**src/rtl/ftacc_pkg.sv**
```systemverilog
package ftacc_pkg;

    // Bits needed to hold a remainder in [0, denom-1]; denom must be >= 2.
    function automatic int rem_width(input int denom);
        return (denom < 2) ? 1 : $clog2(denom);
    endfunction

    // Remainder sum before the wrap check is below 2*denom, so one more bit.
    function automatic int sum_width(input int denom);
        return rem_width(denom) + 1;
    endfunction

endpackage

```
**src/rtl/ftacc_rem_unit.sv**
```systemverilog
// Remainder stage: adds the fractional increment and reports the carry.
module ftacc_rem_unit #(
    parameter int DENOM   = 10,
    parameter int REM_INC = 6,
    localparam int ERR_W  = ftacc_pkg::rem_width(DENOM),
    localparam int SUM_W  = ftacc_pkg::sum_width(DENOM)
) (
    input  logic [ERR_W-1:0] err_q,
    output logic [ERR_W-1:0] err_d,
    output logic             carry
);

    generate
        if (REM_INC == 0) begin : g_exact
            // Step is exactly representable: remainder never moves.
            assign err_d = err_q;
            assign carry = 1'b0;
        end else begin : g_frac
            logic [SUM_W-1:0] sum;
            always_comb begin
                sum   = {1'b0, err_q} + SUM_W'(REM_INC);
                carry = (sum >= SUM_W'(DENOM));
                if (carry) begin
                    err_d = ERR_W'(sum - SUM_W'(DENOM));
                end else begin
                    err_d = sum[ERR_W-1:0];
                end
            end
        end
    endgenerate

endmodule

```
**src/rtl/ftacc_time_unit.sv**
```systemverilog
// Time stage: adds the truncated step plus the optional correction unit.
module ftacc_time_unit #(
    parameter int TIME_W = 32,
    parameter int STEP   = 25
) (
    input  logic [TIME_W-1:0] time_q,
    input  logic              carry,
    output logic [TIME_W-1:0] time_d
);

    always_comb begin
        time_d = time_q + TIME_W'(STEP) + {{(TIME_W-1){1'b0}}, carry};
    end

endmodule

```
**src/rtl/frac_time_accum.sv**
```systemverilog
// Fixed-point time accumulator with bounded-error remainder correction.
module frac_time_accum #(
    parameter int TIME_W    = 32,
    parameter int FRAC_BITS = 8,
    parameter int STEP      = 25,
    parameter int REM_INC   = 6,
    parameter int DENOM     = 10,
    localparam int ERR_W    = ftacc_pkg::rem_width(DENOM)
) (
    input  logic              clk,
    input  logic              rst_n,
    input  logic              tick_i,
    output logic [TIME_W-1:0] time_o,
    output logic [ERR_W-1:0]  err_o,
    output logic              corr_o
);

    // FRAC_BITS only fixes the meaning of time_o (one second = 2**FRAC_BITS).
    localparam int ONE_SEC = 1 << FRAC_BITS;

    typedef struct packed {
        logic [TIME_W-1:0] tm;
        logic [ERR_W-1:0]  er;
        logic              corr;
    } acc_state_t;

    acc_state_t st_d, st_q;

    logic [ERR_W-1:0]  err_nx;
    logic              carry_nx;
    logic [TIME_W-1:0] time_nx;

    ftacc_rem_unit #(
        .DENOM   (DENOM),
        .REM_INC (REM_INC)
    ) u_rem (
        .err_q (st_q.er),
        .err_d (err_nx),
        .carry (carry_nx)
    );

    ftacc_time_unit #(
        .TIME_W (TIME_W),
        .STEP   (STEP)
    ) u_time (
        .time_q (st_q.tm),
        .carry  (carry_nx),
        .time_d (time_nx)
    );

    always_comb begin
        st_d      = st_q;
        st_d.corr = 1'b0;
        if (tick_i) begin
            st_d.tm   = time_nx;
            st_d.er   = err_nx;
            st_d.corr = carry_nx;
        end
    end

    always_ff @(posedge clk or negedge rst_n) begin
        if (!rst_n) begin
            st_q <= '0;
        end else begin
            st_q <= st_d;
        end
    end

    assign time_o = st_q.tm;
    assign err_o  = st_q.er;
    assign corr_o = st_q.corr;

    logic unused_one_sec;
    assign unused_one_sec = ^ONE_SEC;

endmodule

```
**config.mk**
```make
export PLATFORM = sky130hd
export DESIGN_NAME = frac_time_accum
export DESIGN_NICKNAME = d
export VERILOG_FILES = /design/src/rtl/ftacc_pkg.sv /design/src/rtl/ftacc_rem_unit.sv /design/src/rtl/ftacc_time_unit.sv /design/src/rtl/frac_time_accum.sv
export SDC_FILE = /design/constraint.sdc
export NUM_CORES = 1
export LEC_CHECK = 0
export BUFFER_PORTS_ARGS = -buffer_cell sky130_fd_sc_hd__clkbuf_2
export CORE_MARGIN = 8
export CORE_UTILIZATION = 48
export DETAILED_ROUTE_END_ITERATION = 8
export HOLD_SLACK_MARGIN = 0.05
export PLACE_DENSITY = 0.75
export REMOVE_ABC_BUFFERS = 1
export SYNTH_ARGS = -nofsm -noshare
export SYNTH_HDL_FRONTEND = slang
export SYNTH_SLANG_ARGS = --single-unit
```
**constraint.sdc**
```tcl
create_clock -name clk -period 2.6 [get_ports clk]
set_clock_uncertainty 0.1 [all_clocks]
set_input_delay 0.39 -clock clk [delete_from_list [all_inputs] [get_ports clk]]
set_output_delay 0.39 -clock clk [all_outputs]
set_load 0.005 [all_outputs]
```
==> impl_results.md, run 1 <==
- Syn_area_per_cell: 11.5 µm²
- Post-route ant nets: 0
- Largest net degree at the start of global routing: 37
- Root buf cell: clkbuf_8
- CTS Buf Count: 5
- Period Utilization, post-route: 92.8%
- CP Data Required Time: 2.67 ns
- Final critical-path required period: 2.41 ns
- Placed Instance Area: 2050 µm²
- Arrival time at the worst endpoint: 2.48 ns
- CTS tree: done
- PwrDens: 945 nW/µm²
- Hold crit path type: input pin to async pin
- GPL Wtd Cong: 0.753
- PnR Total Power: 0.00206 W
- Synth Register Bits: 36
- Post-detail-place hpwl: 2.75 mm
- Dominant synthesized flop cell: dfrtp_1
- Die X-Extent: 76.9 µm
- Final setup violation count: 0
- TritonCTS Sinks: 36
- Worst path max stage delay: 0.39 ns
- Leakage power: 0.991 nW
- Count of synthesis-stage warnings from yosys: 0
- Clk buf depth: 2
- First-pass GRT wire length: 6.22 mm
- Routed wire length: 3.64 mm
- Crit-path most repeated cell: buf_4
- Max frequency: 415 MHz
- GRT Overall Usage: 12.7%
- Combinational fraction of design power: 37.4%
- Grt ovf: 0
- Cell total after placement: 243
- Post-CTS Hold Buffers: 0
- RSZ-0062 raised after global routing: no
- Synth Cell Area: 1780 µm²
- Initial Util: 49.3%
- Drt first pass iters: 4
- Die area: 5910 µm²
- Port-buffer cells: 38
- Final Max Tran Viols: 0
- Crit Path Class: register to register
- Crit path max fanout: 7
- Power share of the clock group: 19.5%
- Via Count: 1293
- Commonest cells after routing, fill and taps aside: clkbuf_2 (38), dfrtp_1 (36), xnor2_1 (28), nand2_1 (17)
- Antenna violations before repair: 0
- Status: finished, final reports clean
- Clock slew at the register clock pins of the worst setup and hold paths: 0.07 ns
- Final hold viol count: 0
- Via density: 5.09
- Psw: 0.000762 W
- Setup crit end kind: register
- Worst-Skew Late Latency: 0.28 ns
- Finished Layout Cells: 254
- Syn Inst Count: 155
- Routed len/inst: 14.3 µm
- Sequential share of the synthesized area: 50.6%
- Initial drt markers: 37
- Finished Cell Area: 2180 µm²
- Via count of the first global-routing pass: 1312
- Drt drc: 0
- Worst slew pin tran: 0.870 ns
- Post-synthesis cell type count: 32
- Row Count: 22
- Int Power: 0.00130 W
- Boundary pin count: 40
- Startpoint types: register
- Synth-to-Final Area Change: 22.5%
- # diodes: 0
- Async S/R FF share, synth: 100%
- Final core utilization: 60.4%
- Sequential power share: 43.1%
- Commonest non-fill, non-tap cell in the layout: clkbuf_2
- Max-cap viol count: 0
- Crit-path cells: buf_4, ha_2, nand2b_1, a21oi_2, ha_1, inv_1, ha_2, a211oi_2, buf_4, nor4_4, buf_4, nand4_1, xnor2_1
- Rel. slew slack: 42.0%
- Number of synthesized flops with an enable pin: 0
- Worst IR Drop VDD: 0.487 mV
- Core ar.: 3610 µm²
- Nets@finish: 213
- Switching Fraction: 37.0%
- Share of cells above drive strength 1: 33.5%
- Htree depth: 2
- Crit path max-delay cell type: dfrtp_1
- Die height: 76.9 µm
[registers in the layout, summed over array words and instances, names as in the netlist]
register and count:
err_o 3, corr_o 1, time_o 32
[timing repair]
item	in CTS	in global routing
gates resized for setup	0	7
buffers inserted	1	2
gates cloned	0	0
setup endpoints to repair	7	21
pin swaps	1	2
[cell type report]
| class | count | area [µm²] |
|---|---|---|
| Clock inverter | 2 | 10.0 |
| Sequential cell | 36 | 901 |
| Inverter | 7 | 26.3 |
| Clock buffer | 6 | 82.6 |
| Tap cell | 48 | 60.1 |
| Timing Repair Buffer | 45 | 243 |
| Multi-Input combinational cell | 110 | 857 |
| Fill cell | 304 | 1430 |
[logic make-up after synthesis]
group	synth area share, %
flip-flops	50.6
AND/OR/NAND/NOR	21.0
XOR/XNOR	15.8
multiplexers	1.20
buffers and inverters	2.11
adder cells (fa/ha/maj)	3.52
AO/OA/AOI/OAI	5.63
other	0.211
[path summary, 6_finish.rpt]
| path | startpoint | end | slack (ns) | cells past startpoint |
|---|---|---|---|---|
| worst max register to register | err_o[1]$_DFFE_PN0P_ | time_o[22]$_DFFE_PN0P_ | 0.19 | 13 |
| worst min-delay path | rst_n | time_o[1]$_DFFE_PN0P_ | 0.11 | 1 |
| min in group clk | time_o[31]$_DFFE_PN0P_ | time_o[31]$_DFFE_PN0P_ | 0.37 | 1 |
| worst min register to register | time_o[31]$_DFFE_PN0P_ | time_o[31]$_DFFE_PN0P_ | 0.37 | 1 |
| max in group asynchronous | rst_n | time_o[8]$_DFFE_PN0P_ | 1.75 | 1 |
| worst max-delay path | err_o[1]$_DFFE_PN0P_ | time_o[22]$_DFFE_PN0P_ | 0.19 | 13 |
[through the flow]
| step | setup WS (ns) | hold slack, ns | TNS [ns] |
|---|---|---|---|
| final | 0.188 | 0.111 | 0 |
| after global routing | 0.0178 | 0.181 | 0 |
| after CTS | 0.00297 | 0.137 | 0 |
| after global placement | 0.0495 | 0.369 | 0 |
| after floorplan | 0.0354 | -0.00559 | 0 |
| after detailed placement | -0.0615 | 0.372 | -0.175 |
[metal layers]
metal	vias up	part of all wire [%]	wire, µm	GRT usage [%]
li1	631	-	-	-
met1	632	43	1560	14.6
met2	24	51	1870	21.2
met3	6	4.3	157	4.78
met4	0	1.2	43	4.04
met5	-	0	0	0
[power by group through the flow]
stage	Sequential (W)	Clock [W]	Combinational [W]
CTS	0.000886	0.000417	0.000741
detailed placement	0.000897	0	0.000735
floorplan	0.000889	0	0.000423
finish	0.000889	0.000401	0.000770
global placement	0.000880	0	0.000706
global route	0.000911	0.000446	0.000865
[cells in the mapped netlist (all sizes together) (2+ instances only)]
| cell type | number | area share, % |
|---|---|---|
| and3 | 2 | 0.70 |
| xnor2 | 28 | 14 |
| and2 | 2 | 0.70 |
| o21ai | 2 | 0.56 |
| and4 | 2 | 0.98 |
| nand4 | 11 | 5.6 |
| nor2 | 8 | 1.7 |
| nor4 | 4 | 3.4 |
| dfrtp | 36 | 51 |
| ha | 5 | 3.5 |
| nand2 | 17 | 3.6 |
| inv | 7 | 1.5 |
| a211oi | 2 | 0.84 |
| xor2 | 4 | 2.0 |
| nand3 | 9 | 2.5 |
| a21oi | 3 | 0.84 |
[worst max-delay path, delay by kind of cell, from the launching register on]
kind	cells	cell delay (ns)
adders and majority gates	3	0.59
buffers and inverters	4	0.56
DFF	1	0.39
and+or+nand+nor	3	0.34
xor gates and xnor gates	1	0.17
AOI/OAI and AO/OA	2	0.14
No activity file was read; power rests on OpenSTA's default activity.
==> run 2, diff against run 1 <==
--- a/config.mk
+++ b/config.mk
@@ -5,12 +5,14 @@
 export SDC_FILE = /design/constraint.sdc
 export NUM_CORES = 1
 export LEC_CHECK = 0
+export ABC_AREA = 1
 export BUFFER_PORTS_ARGS = -buffer_cell sky130_fd_sc_hd__clkbuf_2
 export CORE_MARGIN = 8
-export CORE_UTILIZATION = 48
+export CORE_UTILIZATION = 55
+export CTS_CLUSTER_SIZE = 16
 export DETAILED_ROUTE_END_ITERATION = 8
 export HOLD_SLACK_MARGIN = 0.05
-export PLACE_DENSITY = 0.75
+export PLACE_DENSITY = 0.79
 export REMOVE_ABC_BUFFERS = 1
 export SYNTH_ARGS = -nofsm -noshare
 export SYNTH_HDL_FRONTEND = slang
==> constraint.sdc (replaced) <==
create_clock -name clk -period 2.5 [get_ports clk]
set_clock_uncertainty 0.1 [all_clocks]
set_input_delay 0.375 -clock clk [delete_from_list [all_inputs] [get_ports clk]]
set_output_delay 0.375 -clock clk [all_outputs]
set_load 0.005 [all_outputs]
==> run 2 against run 1 <==
  * Clock power increased by 6.7%
  * Routed wire length up 29%
  * Sequential power barely moved
  * Sequential cell count unchanged
  * First-iteration DRC count increased by 150%
  * Die area up 3.4%
  * Combinational power rose by 35%
  * Register-to-register slack got worse by 0.04 ns
  * Synthesized area up 20%
  * Largest cell class is now multi-input combinational cells
  * Largest power group is now combinational logic
==> impl_results.md, run 2 <==
- Delay-heaviest family, CP: simple AND/OR/NAND/NOR gates
- Max reg flops: 32 (unchanged)
- Final hold viol count: 0 (unchanged)
- Setup crit end kind: register
- Count of synthesis-stage warnings from yosys: 0 (unchanged)
- Placed Instance Area: 2360 µm² (+15%)
- Worst IR Drop VDD: 0.835 mV (+71%)
- Htree depth: 2 (unchanged)
- Crit-path cells: buf_4, ha_2, inv_2, o21ai_2, nand2_1, inv_1, ha_2, inv_2, ha_4, nand2_2, nand2_4, nand2_4, nor2_4, nand2_4, nor2_4, nand2_1, nand2_1, nand2_1
- Area contributors post-synth: dfrtp_1 (42%), nand2_1 (11%), inv_1 (5.6%), nor2_4 (4.8%), xnor2_1 (4.5%)
- Worst slew pin tran: 0.872 ns (+0.00275 ns)
- CP Data Required Time: 2.58 ns (-0.09 ns)
- Top-count cell post-synth: nand2_1
- Async S/R FF share, synth: 100% (unchanged)
- Commonest non-fill, non-tap cell in the layout: nand2_1
- RR Endpoint: time_o[16]$_DFFE_PN0P_
- Post-route ant nets: 0 (unchanged)
- Sequential power share: 37.6% (-5.5 points)
- Initial Util: 57.7% (+8.3 points)
- Share of cells above drive strength 1: 30.7% (-2.8 points)
- R2R setup slack: 0.14 ns (-0.04 ns)
- Int Power: 0.00142 W (+9.4%)
- Via Count: 1759 (+36%)
- Clock slew at the register clock pins of the worst setup and hold paths: 0.07 ns (about the same)
- Final core utilization: 68.1% (+7.7 points)
- WP buf/inv: 4 (unchanged)
- Syn_area_per_cell: 8.41 µm² (-27%)
- CTS tree: done
- Arrival time at the worst endpoint: 2.44 ns (-0.04 ns)
- Number of synthesized flops with an enable pin: 0 (unchanged)
- Die area: 6110 µm² (+3.4%)
- Worst-Skew Late Latency: 0.29 ns (about the same)
- Drt drc: 0 (unchanged)
- Routed len/inst: 13.5 µm (-5.9%)
- Max frequency: 424 MHz (+2.4%)
- Rel. slew slack: 41.8% (-0.18 points)
- Hold crit path type: input pin to async pin
- Crit-path most repeated cell: nand2_1
- R2r worst-path depth: 18 (+5)
- Row Count: 22 (unchanged)
- Nets@finish: 307 (+44%)
- Routed wire length: 4.69 mm (+29%)
- CTS Buf Count: 5 (unchanged)
- Dominant synthesized flop cell: dfrtp_1
- GRT Overall Usage: 15.9% (+3.2 points)
- Die height: 78.2 µm (+1.7%)
- TritonCTS Sinks: 36 (unchanged)
- Initial drt markers: 92 (+150%)
- Die X-Extent: 78.2 µm (+1.7%)
- Synth Register Bits: 36 (unchanged)
- Combinational fraction of design power: 44.2% (+6.8 points)
- Startpoint types: register
- Via count of the first global-routing pass: 1730 (+32%)
- Synth top cells by count: nand2_1 (60), dfrtp_1 (36), inv_1 (32), nor2_1 (17), nand3_1 (16)
- # diodes: 0 (unchanged)
- Switching Fraction: 39.7% (+2.7 points)
- Psw: 0.000935 W (+23%)
- Top cell type's share of synthesized area: 42.4% (-8.3 points)
- Via density: 5.05 (-0.71%)
- Root buf cell: clkbuf_8
- PnR Total Power: 0.00236 W (+14%)
- Port-buffer cells: 38 (unchanged)
- Leading area contributor after synthesis: dfrtp_1
- First-pass GRT wire length: 7.87 mm (+27%)
- Finished Cell Area: 2510 µm² (+15%)
- Antenna violations before repair: 0 (unchanged)
- GPL Wtd Cong: 0.903 (+20%)
- Core ar.: 3690 µm² (+2.3%)
- Synth-to-Final Area Change: 18.2%
- Crit Reg-Reg Startpoint: err_o[1]$_DFFE_PN0P_
- Setup TNS: 0 ns (unchanged)
- Critical path depth: 18 (+5)
- Final Max Tran Viols: 0 (unchanged)
- PwrDens: 937 nW/µm² (-0.86%)
- Boundary pin count: 40 (unchanged)
- Status: finished, final reports clean
- Final setup violation count: 0 (unchanged)
- Clk buf depth: 2 (unchanged)
- Max-cap viol count: 0 (unchanged)
- Synth Cell Area: 2130 µm² (+20%)
- Post-CTS Hold Buffers: 0 (unchanged)
- Syn Inst Count: 253 (+63%)
- Post-detail-place hpwl: 3.46 mm (+26%)
- Grt ovf: 0 (unchanged)
- Crit Path Class: register to register
- Worst path max stage delay: 0.38 ns (about the same)
- Period Utilization, post-route: 94.3% (+1.5 points)
- Drt first pass iters: 4 (unchanged)
- Commonest cells after routing, fill and taps aside: nand2_1 (60), clkbuf_2 (38), dfrtp_1 (36), inv_1 (28), nor2_1 (17)
- Post-synthesis cell type count: 28 (-13%)
- Sequential share of the synthesized area: 42.4% (-8.3 points)
- Crit path max fanout: 5 (-2)
- Leakage power: 1.26 nW (+27%)
- Largest net degree at the start of global routing: 37 (unchanged)
- Power share of the clock group: 18.2% (-1.3 points)
- Final critical-path required period: 2.36 ns (-0.0557 ns)
- Crit path max-delay cell type: dfrtp_1
## run 2: cell types whose count changed after synthesis, moves of 4 or more
cell | previous run | this run
nand2_2 | 0 | 9
xnor2_1 | 28 | 11
nand3_1 | 9 | 16
nor2_2 | 0 | 6
nor2_4 | 0 | 9
nand2_1 | 17 | 60
inv_1 | 7 | 32
o21ai_0 | 2 | 8
xor2_1 | 4 | 9
nand3b_1 | 0 | 4
nor2_1 | 8 | 17
## run 2: what timing repair did
action / in CTS / in global routing
endpoints found under the setup margin: 4 / 19
buffers inserted: 0 / 2
gates resized for setup: 1 / 13
pin swaps: 1 / 4
## run 2: cells by family (layout without fill, tap and decap cells)
family	Yosys count	after routing	synth area share, %
buffers and inverters	38	85	8.00
XOR/XNOR	20	20	8.24
flip-flops	36	36	42.4
AO/OA/AOI/OAI	14	14	3.53
adder cells (fa/ha/maj)	5	5	2.94
AND/OR/NAND/NOR	139	139	34.8
other	1	1	0.176
## run 2: metrics by stage
step           hold slack [ns]  std cells  worst slack [ns]
5_1_grt                  0.183        348           -0.0143
6_report                0.0885        348             0.143
4_1_cts                  0.117        346            0.0168
3_5_place_dp             0.403        338           -0.0174
2_1_floorplan          -0.0206        249            0.0243
3_3_place_gp             0.382        338            0.0915
## run 2: layout make-up
cell class / instances / area, µm²
Clock buffer: 8 / 90.1
Fill cell: 309 / 1170
Inverter: 34 / 133
Multi-Input combinational cell: 179 / 1100
Sequential cell: 36 / 901
Tap cell: 48 / 60.1
Timing Repair Buffer: 43 / 228
## run 2: per-layer routing
metal / GRT usage [%] / part of all wire (%)
met1: 19.6 / 45
met2: 25.1 / 47
met3: 5.58 / 5.8
met5: 0 / 0
met4: 5.56 / 1.7
## run 2: power by group through the flow
stage / sequential, W / combinational, W / clock (W)
after floorplan: 0.000891 / 0.000579 / 0
after detailed placement: 0.000888 / 0.000896 / 0
after global routing: 0.000913 / 0.00115 / 0.000460
after global placement: 0.000882 / 0.000869 / 0
after CTS: 0.000877 / 0.000908 / 0.000441
final: 0.000887 / 0.00104 / 0.000428
## run 2: how the worst max path moves through the flow
stage | slack, ns | start | to
final | 0.14 | err_o[1]$_DFFE_PN0P_ | time_o[16]$_DFFE_PN0P_
after global routing | -0.01 | err_o[1]$_DFFE_PN0P_ | time_o[16]$_DFFE_PN0P_
after CTS | 0.02 | err_o[1]$_DFFE_PN0P_ | time_o[16]$_DFFE_PN0P_
after detailed placement | -0.02 | err_o[1]$_DFFE_PN0P_ | time_o[16]$_DFFE_PN0P_
after global placement | 0.09 | err_o[1]$_DFFE_PN0P_ | time_o[30]$_DFFE_PN0P_
after floorplan | 0.02 | err_o[1]$_DFFE_PN0P_ | time_o[16]$_DFFE_PN0P_
==> run 3, diff against run 2 <==
--- a/config.mk
+++ b/config.mk
@@ -6,7 +6,7 @@
 export NUM_CORES = 1
 export LEC_CHECK = 0
 export ABC_AREA = 1
-export BUFFER_PORTS_ARGS = -buffer_cell sky130_fd_sc_hd__clkbuf_2
+export BUFFER_PORTS_ARGS = -buffer_cell sky130_fd_sc_hd__buf_2
 export CORE_MARGIN = 8
 export CORE_UTILIZATION = 55
 export CTS_CLUSTER_SIZE = 16
==> run 3 against run 2 <==
  * Die area did not move
  * Final cell count down 0.86%
  * Worst hold slack got worse by 0.014 ns
  * Non-clock buffer count is 2 lower
  * Sequential power barely moved
  * Routed wire length decreased by 1.4%
  * Core utilization fell by 0.31 points
  * Combinational power barely moved
  * Sequential cell count is the same
  * Highest routed layer unchanged
==> impl_results.md, run 3 (synthesized netlist as in run 2, its figures left out) <==
- Status: finished, final reports clean
- Final Max Tran Viols: 0 (unchanged)
- Worst slew pin tran: 0.800 ns (-0.0721 ns)
- Via Count: 1746 (-0.74%)
- Setup crit end kind: register
- Antenna violations before repair: 0 (unchanged)
- Root buf cell: clkbuf_8
- Htree depth: 2 (unchanged)
- Drt first pass iters: 5 (+1)
- # diodes: 0 (unchanged)
- Commonest cells after routing, fill and taps aside: nand2_1 (59), buf_2 (38), dfrtp_1 (36), inv_1 (28), nor2_1 (17)
- Leakage power: 1.26 nW (about the same)
- Delay-heaviest family, CP: simple AND/OR/NAND/NOR gates
- PwrDens: 923 nW/µm² (-1.5%)
- Setup TNS: 0 ns (unchanged)
- First-pass GRT wire length: 7.78 mm (-1.2%)
- Critical Path Source: err_o[2]$_DFFE_PN0P_
- Max reg flops: 32 (unchanged)
- Die height: 78.2 µm (unchanged)
- WP buf/inv: 3 (-1)
- Crit-path cells: inv_2, ha_4, xnor2_4, o21ai_2, nand2_2, inv_1, ha_1, inv_2, ha_4, nand2_2, nand2_4, nand2_4, nor2_4, nand2_4, nor2_4, nand2_1, nand2_1, nand2_1
- Met2 GRT Util: 24.6% (-0.50 points)
- Post-Place Worst Slack: -0.0293 ns (-0.0120 ns)
- FF/Latch Area: 901 µm² (unchanged)
- Rel. slew slack: 46.6% (+4.8 points)
- Die X-Extent: 78.2 µm (unchanged)
- CTS tree: done
- Worst path max stage delay: 0.39 ns (about the same)
- Worst IR Drop VDD: 0.876 mV (+5.0%)
- Final critical-path required period: 2.35 ns (-0.00444 ns)
- Crit Path Class: register to register
- Filler Cell Count: 325 (+5.2%)
- Initial Util: 57.7% (unchanged)
- Via count of the first global-routing pass: 1718 (-0.69%)
- Startpoint types: register
- Post-detail-place hpwl: 3.52 mm (+1.6%)
- Die area: 6110 µm² (unchanged)
- Clock slew at the register clock pins of the worst setup and hold paths: 0.07 ns (about the same)
- Arrival time at the worst endpoint: 2.43 ns (about the same)
- Multi-input logic area: 1120 µm² (+1.5%)
- Max frequency: 425 MHz (+0.19%)
- CTS Buf Count: 5 (unchanged)
- Port-buffer cells: 38 (unchanged)
- Post-route ant nets: 0 (unchanged)
- Crit path max-delay cell type: dfrtp_1
- M1 GR Usage: 19.5% (-0.083 points)
- Post-CTS Hold Buffers: 0 (unchanged)
- Max-cap viol count: 0 (unchanged)
- Setup bufs post-CTS: 0 (unchanged)
- Final setup violation count: 0 (unchanged)
- Largest net degree at the start of global routing: 37 (unchanged)
- Grt ovf: 0 (unchanged)
- Final hold viol count: 0 (unchanged)
- Row Count: 22 (unchanged)
- Nets@finish: 305 (-0.65%)
- Crit Reg-Reg Startpoint: err_o[2]$_DFFE_PN0P_
- CP Data Required Time: 2.58 ns (about the same)
- GRT Overall Usage: 15.6% (-0.29 points)
- Grt peak-use layer: met2
- Synth-to-Final Area Change: 17.6%
- Routed wire length: 4.62 mm (-1.4%)
- Worst-Skew Late Latency: 0.29 ns (about the same)
- Crit path max fanout: 3 (-2)
- Routed len/inst: 13.4 µm (-0.59%)
- Hold crit path type: input pin to async pin
- GPL Wtd Cong: 0.901 (-0.25%)
- Commonest non-fill, non-tap cell in the layout: nand2_1
- Boundary pin count: 40 (unchanged)
- Fin worst setup slack: 0.148 ns (+0.00444 ns)
- Initial drt markers: 107 (+16%)
- GR met3 Demand/Resource: 5.35% (-0.23 points)
- Period Utilization, post-route: 94.1% (-0.18 points)
- TritonCTS Sinks: 36 (unchanged)
- Clk buf depth: 2 (unchanged)
- Share of cells above drive strength 1: 30.6% (about the same)
- WHS: 0.0742 ns (-0.0143 ns)
- Core ar.: 3690 µm² (unchanged)
- Via density: 5.06 (+0.12%)
- Drt drc: 0 (unchanged)
-- run 3: cell count changes in the layout (fill, tap and decap cells not counted), sizes merged --
cell,delta
buf,+36
clkbuf,-40
clkinv,+1
-- run 3: power by group --
group / switching [W] / internal (W) / total (W)
Combinational: 0.000556 / 0.000475 / 0.00103
Sequential: 0.000174 / 0.000714 / 0.000889
Clock: 0.000200 / 0.000189 / 0.000389
Total: 0.000931 / 0.00138 / 0.00231
-- run 3: final cells by class --
class,instances,area share [%]
multi-input combinational,179,44.7
timing repair buffer,41,8.50
clock inverter,1,0.200
clock buffer,6,2.90
inverter,34,5.30
sequential,36,36.0
tap,48,2.40
-- run 3: through the flow --
step / power, W / utilization [%] / std cells / instance area (µm²)
after floorplan: 0.00147 / - / 249 / 2090
after global placement: 0.00175 / 64.0 / 338 / 2360
after detailed placement: 0.00178 / 64.0 / 338 / 2360
after CTS: 0.00218 / 66.1 / 345 / 2440
after global routing: 0.00248 / 67.8 / 345 / 2500
final: 0.00231 / 67.8 / 345 / 2500
-- run 3: worst paths after layout --
path / end / slack [ns] / depth (start not counted)
max: time_o[16]$_DFFE_PN0P_ / 0.15 / 18
min: err_o[1]$_DFFE_PN0P_ / 0.07 / 1
max reg2reg: time_o[16]$_DFFE_PN0P_ / 0.15 / 18
min reg2reg: time_o[31]$_DFFE_PN0P_ / 0.41 / 2
max in group asynchronous: time_o[15]$_DFFE_PN0P_ / 1.73 / 1
min in group clk: err_o[2]$_DFFE_PN0P_ / 0.32 / 3
-- run 3: layer usage --
layer	wire [µm]	vias up
li1	-	877
met1	2180	816
met2	2170	48
met3	209	5
met4	61	0
met5	0	-
-- run 3: what timing repair did --
item                                    CTS  global route
pin swaps                                 1             4
resized for setup                         1            16
endpoints found under the hold margin     0             0
endpoints found under the setup margin    4            20
